File: src/rtl/i2c_rf_pkg.sv
package i2c_rf_pkg;
  typedef enum logic [3:0] {
    ST_IDLE,
    ST_ADDR,
    ST_ADDR_ACK,
    ST_PTR,
    ST_PTR_ACK,
    ST_WDATA,
    ST_WDATA_ACK,
    ST_RDATA,
    ST_RDATA_ACK
  } tgt_state_e;

  localparam int BYTE_BITS = 8;
endpackage

File: src/rtl/i2c_rf_sync.sv
module i2c_rf_sync #(
  parameter int W      = 2,
  parameter int STAGES = 2
) (
  input  logic         clk,
  input  logic         rst,
  input  logic [W-1:0] d_i,
  output logic [W-1:0] q_o
);
  logic [W-1:0] chain [STAGES];

  for (genvar s = 0; s < STAGES; s++) begin : g_stage
    if (s == 0) begin : g_first
      always_ff @(posedge clk) begin
        if (rst) chain[s] <= '1;
        else     chain[s] <= d_i;
      end
    end else begin : g_rest
      always_ff @(posedge clk) begin
        if (rst) chain[s] <= '1;
        else     chain[s] <= chain[s-1];
      end
    end
  end

  assign q_o = chain[STAGES-1];
endmodule

File: src/rtl/i2c_rf_cond.sv
module i2c_rf_cond (
  input  logic clk,
  input  logic rst,
  input  logic scl_s,
  input  logic sda_s,
  output logic scl_rise,
  output logic scl_fall,
  output logic start_det,
  output logic stop_det
);
  logic scl_p, sda_p;

  always_ff @(posedge clk) begin
    if (rst) begin
      scl_p <= 1'b1;
      sda_p <= 1'b1;
    end else begin
      scl_p <= scl_s;
      sda_p <= sda_s;
    end
  end

  assign scl_rise  = scl_s && !scl_p;
  assign scl_fall  = !scl_s && scl_p;
  assign start_det = scl_s && scl_p && sda_p && !sda_s;
  assign stop_det  = scl_s && scl_p && !sda_p && sda_s;
endmodule

File: src/rtl/i2c_rf_engine.sv
module i2c_rf_engine
  import i2c_rf_pkg::*;
#(
  parameter logic [5:0] ADDR_HI = 6'b110000,
  parameter int         AW      = 4
) (
  input  logic          clk,
  input  logic          rst,
  input  logic          addr_lsb,
  input  logic          sda_s,
  input  logic          scl_rise,
  input  logic          scl_fall,
  input  logic          start_det,
  input  logic          stop_det,
  input  logic [7:0]    rf_rdata,
  output logic          sda_oe,
  output logic [AW-1:0] rf_addr,
  output logic          rf_wr_en,
  output logic [7:0]    rf_wdata,
  output logic          rf_rd_en
);
  localparam int CNT_W = $clog2(BYTE_BITS + 1);
  localparam logic [CNT_W-1:0] LAST_RX = CNT_W'(BYTE_BITS);
  localparam logic [CNT_W-1:0] LAST_TX = CNT_W'(BYTE_BITS - 1);

  tgt_state_e       state;
  logic [7:0]       shreg;
  logic [CNT_W-1:0] bitcnt;
  logic [AW-1:0]    ptr;
  logic             rw_q, oe_q, wr_q, rd_q, mack_q;
  logic [7:0]       wdata_q;
  logic             rx_state;

  assign rx_state = (state == ST_ADDR) || (state == ST_PTR) || (state == ST_WDATA);

  always_ff @(posedge clk) begin
    if (rst) begin
      state   <= ST_IDLE;
      shreg   <= '0;
      bitcnt  <= '0;
      ptr     <= '0;
      rw_q    <= 1'b0;
      oe_q    <= 1'b0;
      wr_q    <= 1'b0;
      rd_q    <= 1'b0;
      mack_q  <= 1'b0;
      wdata_q <= '0;
    end else begin
      wr_q <= 1'b0;
      rd_q <= 1'b0;
      if (wr_q) ptr <= ptr + 1'b1;
      if (start_det) begin
        state  <= ST_ADDR;
        bitcnt <= '0;
        oe_q   <= 1'b0;
      end else if (stop_det) begin
        state <= ST_IDLE;
        oe_q  <= 1'b0;
      end else if (rx_state) begin
        if (scl_rise && bitcnt != LAST_RX) begin
          shreg  <= {shreg[6:0], sda_s};
          bitcnt <= bitcnt + 1'b1;
        end else if (scl_fall && bitcnt == LAST_RX) begin
          bitcnt <= '0;
          if (state == ST_ADDR) begin
            if (shreg[7:1] == {ADDR_HI, addr_lsb}) begin
              rw_q  <= shreg[0];
              oe_q  <= 1'b1;
              state <= ST_ADDR_ACK;
            end else begin
              state <= ST_IDLE;
            end
          end else if (state == ST_PTR) begin
            ptr   <= shreg[AW-1:0];
            oe_q  <= 1'b1;
            state <= ST_PTR_ACK;
          end else begin
            wr_q    <= 1'b1;
            wdata_q <= shreg;
            oe_q    <= 1'b1;
            state   <= ST_WDATA_ACK;
          end
        end
      end else begin
        case (state)
          ST_ADDR_ACK: if (scl_fall) begin
            oe_q   <= 1'b0;
            bitcnt <= '0;
            if (rw_q) begin
              rd_q  <= 1'b1;
              state <= ST_RDATA;
            end else begin
              state <= ST_PTR;
            end
          end
          ST_PTR_ACK, ST_WDATA_ACK: if (scl_fall) begin
            oe_q   <= 1'b0;
            bitcnt <= '0;
            state  <= ST_WDATA;
          end
          ST_RDATA: begin
            if (rd_q) begin
              shreg <= rf_rdata;
              oe_q  <= !rf_rdata[7];
              ptr   <= ptr + 1'b1;
            end else if (scl_fall) begin
              if (bitcnt == LAST_TX) begin
                oe_q   <= 1'b0;
                bitcnt <= '0;
                state  <= ST_RDATA_ACK;
              end else begin
                shreg  <= {shreg[6:0], 1'b0};
                oe_q   <= !shreg[6];
                bitcnt <= bitcnt + 1'b1;
              end
            end
          end
          ST_RDATA_ACK: begin
            if (scl_rise) mack_q <= !sda_s;
            if (scl_fall) begin
              if (mack_q) begin
                rd_q  <= 1'b1;
                state <= ST_RDATA;
              end else begin
                state <= ST_IDLE;
              end
            end
          end
          default: ;
        endcase
      end
    end
  end

  assign sda_oe   = oe_q;
  assign rf_addr  = ptr;
  assign rf_wr_en = wr_q;
  assign rf_wdata = wdata_q;
  assign rf_rd_en = rd_q;
endmodule

File: src/rtl/i2c_regfile_target.sv
module i2c_regfile_target #(
  parameter logic [5:0] ADDR_HI     = 6'b110000,
  parameter int         AW          = 4,
  parameter int         SYNC_STAGES = 2
) (
  input  logic          clk,
  input  logic          rst,
  input  logic          scl_i,
  input  logic          sda_i,
  input  logic          addr_lsb,
  output logic          sda_oe,
  output logic [AW-1:0] rf_addr,
  output logic          rf_wr_en,
  output logic [7:0]    rf_wdata,
  output logic          rf_rd_en,
  input  logic [7:0]    rf_rdata
);
  logic scl_s, sda_s;
  logic scl_rise, scl_fall, start_det, stop_det;

  i2c_rf_sync #(.W(2), .STAGES(SYNC_STAGES)) u_sync (
    .clk (clk),
    .rst (rst),
    .d_i ({scl_i, sda_i}),
    .q_o ({scl_s, sda_s})
  );

  i2c_rf_cond u_cond (
    .clk       (clk),
    .rst       (rst),
    .scl_s     (scl_s),
    .sda_s     (sda_s),
    .scl_rise  (scl_rise),
    .scl_fall  (scl_fall),
    .start_det (start_det),
    .stop_det  (stop_det)
  );

  i2c_rf_engine #(.ADDR_HI(ADDR_HI), .AW(AW)) u_engine (
    .clk       (clk),
    .rst       (rst),
    .addr_lsb  (addr_lsb),
    .sda_s     (sda_s),
    .scl_rise  (scl_rise),
    .scl_fall  (scl_fall),
    .start_det (start_det),
    .stop_det  (stop_det),
    .rf_rdata  (rf_rdata),
    .sda_oe    (sda_oe),
    .rf_addr   (rf_addr),
    .rf_wr_en  (rf_wr_en),
    .rf_wdata  (rf_wdata),
    .rf_rd_en  (rf_rd_en)
  );
endmodule

File: config.mk
export PLATFORM = sky130hd
export DESIGN_NAME = i2c_regfile_target
export DESIGN_NICKNAME = d
export VERILOG_FILES = /design/src/rtl/i2c_rf_pkg.sv /design/src/rtl/i2c_rf_sync.sv /design/src/rtl/i2c_rf_cond.sv /design/src/rtl/i2c_rf_engine.sv /design/src/rtl/i2c_regfile_target.sv
export SDC_FILE = /design/constraint.sdc
export NUM_CORES = 1
export LEC_CHECK = 0
export ABC_CLOCK_PERIOD_IN_PS = 3000
export BUFFER_PORTS_ARGS = -buffer_cell sky130_fd_sc_hd__buf_2
export CORE_UTILIZATION = 30
export DETAILED_ROUTE_END_ITERATION = 10
export HOLD_SLACK_MARGIN = 0.08
export RECOVER_POWER = 50
export REMOVE_ABC_BUFFERS = 1
export SLEW_MARGIN = 40
export SYNTH_ARGS = -nofsm -noshare
export SYNTH_HDL_FRONTEND = slang
export SYNTH_SLANG_ARGS = --single-unit
File: constraint.sdc
create_clock -name clk -period 3 [get_ports clk]
set_clock_uncertainty 0.2 [all_clocks]
set_input_delay 0.3 -clock clk [delete_from_list [all_inputs] [get_ports clk]]
set_output_delay 0.3 -clock clk [all_outputs]
set_load 0.005 [all_outputs]
==> results of run 1 <==
## path summary, 6_finish.rpt
| check | start | to |
|---|---|---|
| setup / recovery | u_engine.shreg[2] | u_engine.sda_oe |
| hold / removal | rf_rdata[4] | u_engine.shreg[4] |
| setup reg to reg | u_engine.shreg[2] | u_engine.sda_oe |
| hold reg to reg | u_sync.chain[0][0] | u_sync.chain[1][0] |
## routing by layer
metal  GRT usage (%)  share of wire (%)  up-vias
met5               0                  0        -
met4            6.56                2.5        0
met3            2.54                4.1       12
met2            25.9                 45       63
met1            20.9                 49     1030
li1                -                  -     1106
## per-stage QoR
| stage | power, mW | area, um2 | std cells |
|---|---|---|---|
| after floorplan | 0.731 | 2200 | 266 |
| after global placement | 0.836 | 2540 | 403 |
| after detailed placement | 0.838 | 2540 | 403 |
| after CTS | 1.28 | 2680 | 413 |
| after global routing | 1.34 | 2650 | 413 |
| final | 1.27 | 2650 | 413 |
## kinds of logic (layout without fill, tap and decap cells)
| kind of cell | count (synthesis) | count (layout) |
|---|---|---|
| DFF | 39 | 39 |
| muxes | 17 | 17 |
| xor gates and xnor gates | 6 | 6 |
| and+or+nand+nor | 122 | 122 |
| buffers and inverters | 28 | 58 |
| AOI/OAI and AO/OA | 69 | 69 |
| adders and majority gates | 3 | 3 |
## state kept, by name, summed over array words and instances, names as in the netlist
| register | cells |
|---|---|
| u_engine.rf_addr | 4 |
| u_engine.bitcnt | 4 |
| u_cond.scl_p | 1 |
| u_engine.mack_q | 1 |
| u_engine.rf_rd_en | 1 |
| u_cond.sda_p | 1 |
| u_engine.rf_wdata | 8 |
| u_engine.state | 4 |
| u_sync.chain | 4 |
| u_engine.rf_wr_en | 1 |
| u_engine.shreg | 8 |
| u_engine.sda_oe | 1 |
| u_engine.rw_q | 1 |
## cell usage in the layout (no fill, tap or decap), types with 2 or more instances in the layout
cell type	count
dfxtp_1	39
nor2_1	32
nand2_1	23
buf_2	18
mux2i_1	16
nand3_1	16
a21oi_1	15
o21ai_0	13
clkbuf_1	12
inv_1	10
a311oi_1	9
or2_2	8
a211oi_1	7
buf_4	7
a221oi_1	6
and2_1	5
nor3_1	5
nand4_1	5
clkbuf_8	5
nor4_1	4
xor2_1	3
or3_1	3
nand3b_1	3
xnor2_1	3
ha_1	3
dlygate4sd3_1	3
or2b_2	2
a21boi_0	2
nor2b_1	2
or4_1	2
nor4b_1	2
o31ai_1	2
o221ai_1	2
o22ai_1	2
a31o_2	2
## cell type report
class / instances / share of cell area (%)
clock buffers: 5 / 2.60
clock inverters: 2 / 1.42
inverters: 10 / 1.42
multi-input cells: 217 / 52.1
flip-flops and latches: 39 / 29.5
well taps: 99 / 4.68
repair buffers: 41 / 8.36
## repair_timing
| item | CTS | global route |
|---|---|---|
| setup endpoints to repair | 0 | 0 |
| hold endpoints to repair | 3 | 0 |
| hold buffers | 3 | 0 |
## power groups by stage
stage               Combinational [mW]  Clock, mW  Sequential, mW
finish                           0.284      0.440           0.549
global route                     0.310      0.476           0.552
CTS                              0.281      0.449           0.548
detailed placement               0.277          0           0.561
global placement                 0.276          0           0.560
floorplan                        0.159          0           0.572
## tightest hold or removal path: cells and delay by family
family                 cells  cell delay [ps]
and+or+nand+nor            1               70
AOI/OAI and AO/OA          1               80
buffers and inverters      1               90
==> results.md, run 1 <==
- Clock transition at path regs: 80 ps
- Total track usage: 15.9%
- PostCTS Resize Cnt: 0
- Comb power frac: 22.3%
- Post-Route WL: 6150 um
- Post-Syn Instances: 284
- Synth Area in Compound Gates: 20.8%
- Initial Utilization: 31.4%
- Largest family of logic cells by synthesized area: simple AND/OR/NAND/NOR gates
- Switching Fraction: 31.3%
- Number of H-tree levels: 2
- Die Y: 89.8 um
- Worst Path Buf+Inv: 0
- Number of global-route vias before repair: 2,104
- Internal power: 0.875 mW
- Final hold vios: 0
- Ys flop type: dfxtp_1
- Max Slew Vio Count: 0
- Reg2reg path depth: 5
- Top cell type by total area after synthesis: dfxtp_1
- Status: finished, final reports clean
- Detail Placement HPWL: 4450 um
- Via Count: 2,211
- CTS buffer count: 5
- Final core occ: 35.9%
- Hold WS: 88.3 ps
- Average wire per standard cell: 14.9 um
- Setup bufs post-CTS: 0
- Worst skew pair latency: 300 ps
- Critical path class: reg2reg
- Layout area overhead: 14.4%
- Register area share after synthesis: 33.7%
- Area of the mapped netlist: 2310 um2
- CTS tree: built
- Die area: 8070 um2
- Synth area leaders: dfxtp_1 34%, mux2i_1 6.9%, nor2_1 5.2%
- Worst-path maximum fanout: 5
- Initial antenna violation count: 0
- Avg Inst Size Synth: 8.15 um2
- Sink Count: 39
- Area of the multi-input gates: 1380 um2
- Sequential power share: 43.1%
- Slowest cell on the critical path: or4b_1
- First-pass GRT wire length: 10,400 um
- Pre-CTS WS: 590 ps
- Final #Nets: 330
- Synth Register Bits: 39
- Synth Area in XOR/XNOR: 2.27%
- Gr ovfl total: 0
- Yosys warns: 0
- Clock buffer depth: 2
- RSZ-0062 raised after global routing: false
- Transition time at the pin with the least slew margin: 1370 ps
- Register Area: 781 um2
- IR drop worst, VDD: 246 uV
- Max Cap Viol: 0
- Sum of negative setup slack: 0 ps
- Core region area: 7370 um2
- # setup viols final: 0
- Post-Synth Adder-Cell Area: 1.62%
- Post-layout min period: 2420 ps
- WP depth: 5
- Switching power: 0.398 mW
- R2r setup slk: 580 ps
- Top-area cell type share of the netlist area: 33.7%
- Drt first pass iters: 4
- Lkg Pwr: 0.951 nW
- Top-count cell post-synth: dfxtp_1
- Crit path DAT: 2410 ps
- Final period util: 80.8%
- F_max: 412 MHz
- Largest stage delay on the critical path: 540 ps
- Synth cell count leaders: 39 x dfxtp_1, 32 x nor2_1, 23 x nand2_1
- Final setup margin: 576 ps
- Power share of the clock group: 34.6%
- Fraction of layout cells with a size suffix above 1: 16.2%
- FFs w/ async S/R, synth: 0%
- Max transition margin: 8.51%
- Largest net degree at the start of global routing: 32
- Post-route ant nets: 0
- First DRT Iteration DRCs: 156
- Crit path required time: 2990 ps
- PD cells: 481 nW/um2
- Via density: 5.35
- Crit path capture type: flop
- N_diodes: 0
- CP Launch Type: flop
- Filler instances: 814
- # IOs: 28
- Post-synthesis mux area share: 7.41%
- IO buf count: 27
- Crit path cell chain: or4b_1, or3_1, a211o_1, a311oi_2, mux2_2
- DRC viols: 0
- CP delay by family, top: simple AND/OR/NAND/NOR gates
- CTS root buffer: clkbuf_8
- Post-Synth Simple-Gate Area: 27.5%
- Post-synth EDFFs: 0
- Site Rows: 31
- Worst Hold Class: in2reg
- Die X: 89.8 um
- WHS Path Cells: 3
- Synth unique cells: 54
- GPL Wtd Cong: 0.880
(Power assumes the default switching activity.)
==> inputs of run 2 (changes only) <==
--- a/config.mk
+++ b/config.mk
@@ -5,7 +5,7 @@
 export SDC_FILE = /design/constraint.sdc
 export NUM_CORES = 1
 export LEC_CHECK = 0
-export ABC_CLOCK_PERIOD_IN_PS = 3000
+export ABC_CLOCK_PERIOD_IN_PS = 2050
 export BUFFER_PORTS_ARGS = -buffer_cell sky130_fd_sc_hd__buf_2
 export CORE_UTILIZATION = 30
 export DETAILED_ROUTE_END_ITERATION = 10
==> constraint.sdc (replaced) <==
create_clock -name clk -period 2.05 [get_ports clk]
set_clock_uncertainty 0.2 [all_clocks]
set_input_delay 0.205 -clock clk [delete_from_list [all_inputs] [get_ports clk]]
set_output_delay 0.205 -clock clk [all_outputs]
set_load 0.005 [all_outputs]
==> run 2 against run 1 <==
Effect of this change: the run now ends with setup timing left; critical path depth unchanged; cell area increased by 25%; global-route usage increased by 1.9 points; via count increased by 16%; setup slack got worse by 860 ps; sequential share of layout area decreased by 5.6 points; sequential cell count unchanged; die area unchanged; fmax increased by 3.8%.
==> results.md, run 2 (synthesis results as in run 1) <==
- RSZ-0062 raised after global routing: true
- F_max: 428 MHz
- Initial Utilization: 31.4%
- Power share of the clock group: 35.0%
- Post-layout min period: 2340 ps
- Failing checks: setup timing
- CTS root buffer: clkbuf_8
- Via density: 5.43
- Die Y: 89.8 um
- Crit path cell chain: or4b_4, or3_4, a211o_1, a311oi_2, mux2_4
- Worst-path maximum fanout: 2
- Status: complete, but fails checks
- Largest stage delay on the critical path: 530 ps
- Fraction of layout cells with a size suffix above 1: 35.1%
- Post-Route WL: 7520 um
- PD cells: 670 nW/um2
- CP Launch Type: flop
- Total track usage: 17.8%
- IR drop worst, VDD: 452 uV
- Number of H-tree levels: 2
- Crit path capture type: flop
- Worst Path Buf+Inv: 0
- Post-route ant nets: 0
- Final core occ: 44.9%
- CP delay by family, top: simple AND/OR/NAND/NOR gates
- Filler instances: 733
- Drt first pass iters: 5
- Lkg Pwr: 1.29 nW
- Worst Hold Class: in2reg
- Clock buffer depth: 2
- Critical path class: reg2reg
- Layout area overhead: 43.1%
- First DRT Iteration DRCs: 248
- N_diodes: 0
- Site Rows: 31
- Switching Fraction: 30.1%
- Switching power: 0.669 mW
- Sink Count: 39
- Final period util: 114%
- Final setup margin: -286 ps
- # setup viols final: 4
- Comb power frac: 28.8%
- Crit path required time: 2040 ps
- Most frequent cells in the layout: 53 x buf_4, 34 x dfxtp_1, 30 x nor2_1
- Sequential power share: 36.2%
- Via Count: 2,564
- Clock transition at path regs: 80 ps
- Transition time at the pin with the least slew margin: 539 ps
- Initial antenna violation count: 0
- GPL Wtd Cong: 0.942
- Critical Path Source: u_engine.shreg[2]
- Number of global-route vias before repair: 2,378
- Slowest cell on the critical path: or4b_4
- Detail Placement HPWL: 5130 um
- Crit path DAT: 2320 ps
- Final hold vios: 0
- First-pass GRT wire length: 11,600 um
- Core region area: 7370 um2
- IO buf count: 27
- Hold Startpoint: rf_rdata[7]
- Sum of negative setup slack: -554 ps
- Internal power: 1.55 mW
- Worst skew pair latency: 300 ps
- # IOs: 28
- CTS tree: built
- Most common cell after layout, fill and taps aside: buf_4
- Max Slew Vio Count: 0
- Final #Nets: 388
- Gr ovfl total: 0
- RR Startpoint: u_engine.shreg[2]
- CTS buffer count: 5
- Largest net degree at the start of global routing: 29
- DRC viols: 0
- Average wire per standard cell: 15.9 um
- Die area: 8070 um2
- Max Cap Viol: 0
- Die X: 89.8 um
- Max transition margin: 64.1%
[run 2: changes by cell type in the layout (fill, tap and decap cells not counted), sizes merged]
cell,before,now
dlygate4sd3,3,10
bufinv,1,2
buf,26,76
clkinvlp,1,0
clkbuf,17,19
[run 2: per-layer routing]
metal / vias up / GRT usage (%) / share of wire [%] / wire length [um]
met1: 1175 / 22.6 / 42 / 3150
met5: - / 0 / 0 / 0
met3: 30 / 2.79 / 7.2 / 544
met2: 145 / 29.7 / 47 / 3560
met4: 0 / 7.92 / 3.4 / 257
li1: 1214 / - / - / -
[run 2: final cells by class]
| type | instances | area [um2] | share of cell area, % |
|---|---|---|---|
| multi-input combinational | 217 | 1530 | 46.2 |
| clock inverter | 2 | 60.1 | 1.81 |
| tap | 99 | 124 | 3.74 |
| sequential | 39 | 790 | 23.8 |
| clock buffer | 6 | 72.6 | 2.19 |
| inverter | 10 | 37.5 | 1.13 |
| timing repair buffer | 99 | 697 | 21.0 |
[run 2: worst paths after layout]
kind | cells past startpoint | to | slack, ps
max | 5 | u_engine.sda_oe | -290
min | 3 | u_engine.shreg[7] | 80
max reg2reg | 5 | u_engine.sda_oe | -290
min reg2reg | 1 | u_sync.chain[1][0] | 210
[run 2: worst register-to-register path: cells and delay by family, from the launching register on]
family,cells,cell delay [ps]
AO/OA/AOI/OAI,2,490
multiplexers,1,320
AND/OR/NAND/NOR,2,910
flip-flops,1,310
[run 2: timing repair]
item	in CTS	in global routing
setup endpoints to repair	5	28
hold buffers	10	0
setup buffers	0	8
gates resized for setup	7	41
hold endpoints to repair	10	0
pin swaps	0	10
gates cloned	0	1
[run 2: power by group through the flow]
stage	clock, mW	combinational, mW	sequential [mW]
after CTS	0.789	0.548	0.802
after floorplan	0	0.233	0.838
after global placement	0	0.518	0.818
after global routing	0.818	0.678	0.804
final	0.777	0.638	0.804
after detailed placement	0	0.520	0.820
[run 2: metrics by stage]
stage          cells  total power, mW  setup slack (ps)  area, um2  hold slack (ps)
6_report         472             2.22              -286       3310             84.7
3_5_place_dp     445             1.34              -285       2870              191
5_1_grt          472             2.30              -330       3310              101
4_1_cts          463             2.14              -287       3120             86.9
3_3_place_gp     445             1.34              -262       2870              189
2_1_floorplan    266             1.07              -257       2200             77.1
==> inputs of run 3 (changes only) <==
--- a/config.mk
+++ b/config.mk
@@ -11,7 +11,7 @@
 export DETAILED_ROUTE_END_ITERATION = 10
 export HOLD_SLACK_MARGIN = 0.08
 export RECOVER_POWER = 50
-export REMOVE_ABC_BUFFERS = 1
+export SKIP_CTS_REPAIR_TIMING = 1
 export SLEW_MARGIN = 40
 export SYNTH_ARGS = -nofsm -noshare
 export SYNTH_HDL_FRONTEND = slang
==> run 3 against run 2 <==
Effect of this change: the run still ends with setup timing left; global-route usage down 0.71 points; die area is the same; via count fell by 4.1%; critical endpoint unchanged; largest cell class unchanged.
==> results.md, run 3 (synthesis results as in run 1) <==
- Status: complete, but fails checks
- Failing checks: setup timing
- Layout area overhead: 37.0%
- CTS tree: built
- First DRT Iteration DRCs: 224
- Clock buffer depth: 2
- Sink Count: 39
- Max Slew Vio Count: 0
- Number of global-route vias before repair: 2,293
- Final #Nets: 379
- GPL Wtd Cong: 0.946
- Final period util: 114%
- Number of H-tree levels: 2
- Post-Route WL: 6980 um
- Met3 Wirelength: 381 um
- # setup viols final: 4
- Post-route ant nets: 0
- F_max: 427 MHz
- PD cells: 609 nW/um2
- Final hold vios: 0
- Fraction of layout cells with a size suffix above 1: 35.7%
- Crit path cell chain: or4b_4, or3_4, a211o_1, a311oi_2, mux2_2
- Die Y: 89.8 um
- IR drop worst, VDD: 291 uV
- Non-Filler Instances: 463
- # IOs: 28
- Lkg Pwr: 1.25 nW
- Slowest cell on the critical path: or4b_4
- Top sig layer: met4
- N_diodes: 0
- Largest net degree at the start of global routing: 22
- Largest stage delay on the critical path: 520 ps
- Clock transition at path regs: 90 ps
- Drt first pass iters: 4
- Core region area: 7370 um2
- CTS buffer count: 5
- Most common cell after layout, fill and taps aside: buf_4
- Post-layout min period: 2340 ps
- CP Launch Type: flop
- Worst skew pair latency: 300 ps
- Worst Hold Class: in2reg
- IO buf count: 27
- Max transition margin: 64.4%
- Max Cap Viol: 0
- CTS root buffer: clkbuf_8
- Average wire per standard cell: 15.1 um
- Die area: 8070 um2
- Inst Count DP: 443
- Detail Placement HPWL: 5160 um
- Filler instances: 763
- Transition time at the pin with the least slew margin: 534 ps
- Wl on met1: 3280 um
- First-pass GRT wire length: 11,200 um
- Most frequent cells in the layout: 47 x buf_4, 34 x dfxtp_1, 30 x nor2_1
- Initial Utilization: 31.4%
- Sum of negative setup slack: -603 ps
- Gr ovfl total: 0
- WL met2: 3250 um
- Syn nets: 300
- Worst-path maximum fanout: 2
- Initial antenna violation count: 0
- Crit path DAT: 2340 ps
- DRC viols: 0
- Crit path required time: 2050 ps
- Die X: 89.8 um
- Final setup margin: -290 ps
- RSZ-0062 raised after global routing: true
- Final core occ: 43.0%
- Crit path capture type: flop
- Tot Pwr: 1.93 mW
- Critical path class: reg2reg
- Total track usage: 17.1%
- Site Rows: 31
- Via Count: 2,458
- Via density: 5.31
[run 3: changes by cell type in the layout (fill, tap and decap cells not counted), moves of 2 or more]
cell,delta
buf_2,+6
clkbuf_1,-8
a21oi_2,+3
bufinv_16,-2
buf_6,-2
buf_4,-6
a21oi_4,-2
clkinvlp_4,+2
[run 3: cell type report]
| class | instances | area [um2] | area share, % |
|---|---|---|---|
| inverter | 10 | 40.0 | 1.26 |
| timing repair buffer | 90 | 636 | 20.0 |
| clock inverter | 3 | 20.0 | 0.631 |
| sequential | 39 | 790 | 24.9 |
| clock buffer | 5 | 68.8 | 2.17 |
| tap | 99 | 124 | 3.91 |
| multi-input combinational | 217 | 1490 | 47.1 |
[run 3: worst max-delay path, delay by kind of cell (launching register included)]
kind            cells  cell delay, ps
simple gates        2             900
flops               1             330
mux                 1             350
compound gates      2             460
[run 3: path summary, 6_finish.rpt]
check	start	depth (start not counted)	endpoint	slack, ps
worst max-delay path	u_engine.shreg[2]	5	u_engine.sda_oe	-290
worst min-delay path	rf_rdata[7]	3	u_engine.shreg[7]	60
worst max register to register	u_engine.shreg[2]	5	u_engine.sda_oe	-290
worst min register to register	u_sync.chain[0][0]	1	u_sync.chain[1][0]	210
[run 3: where the power goes]
part           internal (mW)  switching, mW  leakage (nW)
clock                  0.237          0.294        0.0402
combinational          0.276          0.326         0.892
sequential             0.777         0.0243         0.318
total                   1.29          0.644          1.25
[run 3: through the flow]
| stage | hold slack (ps) | setup slack (ps) | area, um2 |
|---|---|---|---|
| final | 63.2 | -290 | 3170 |
| after global routing | 118 | -337 | 3170 |
| after CTS | -119 | -285 | 2950 |
| after detailed placement | 191 | -270 | 2860 |
| after global placement | 189 | -267 | 2860 |
| after floorplan | 109 | -257 | 2320 |
[run 3: per-layer routing]
layer	GRT usage, %	vias to the layer above
met4	5.05	0
met2	27.5	78
met3	3.05	9
met1	23.3	1162
li1	-	1209
met5	0	-
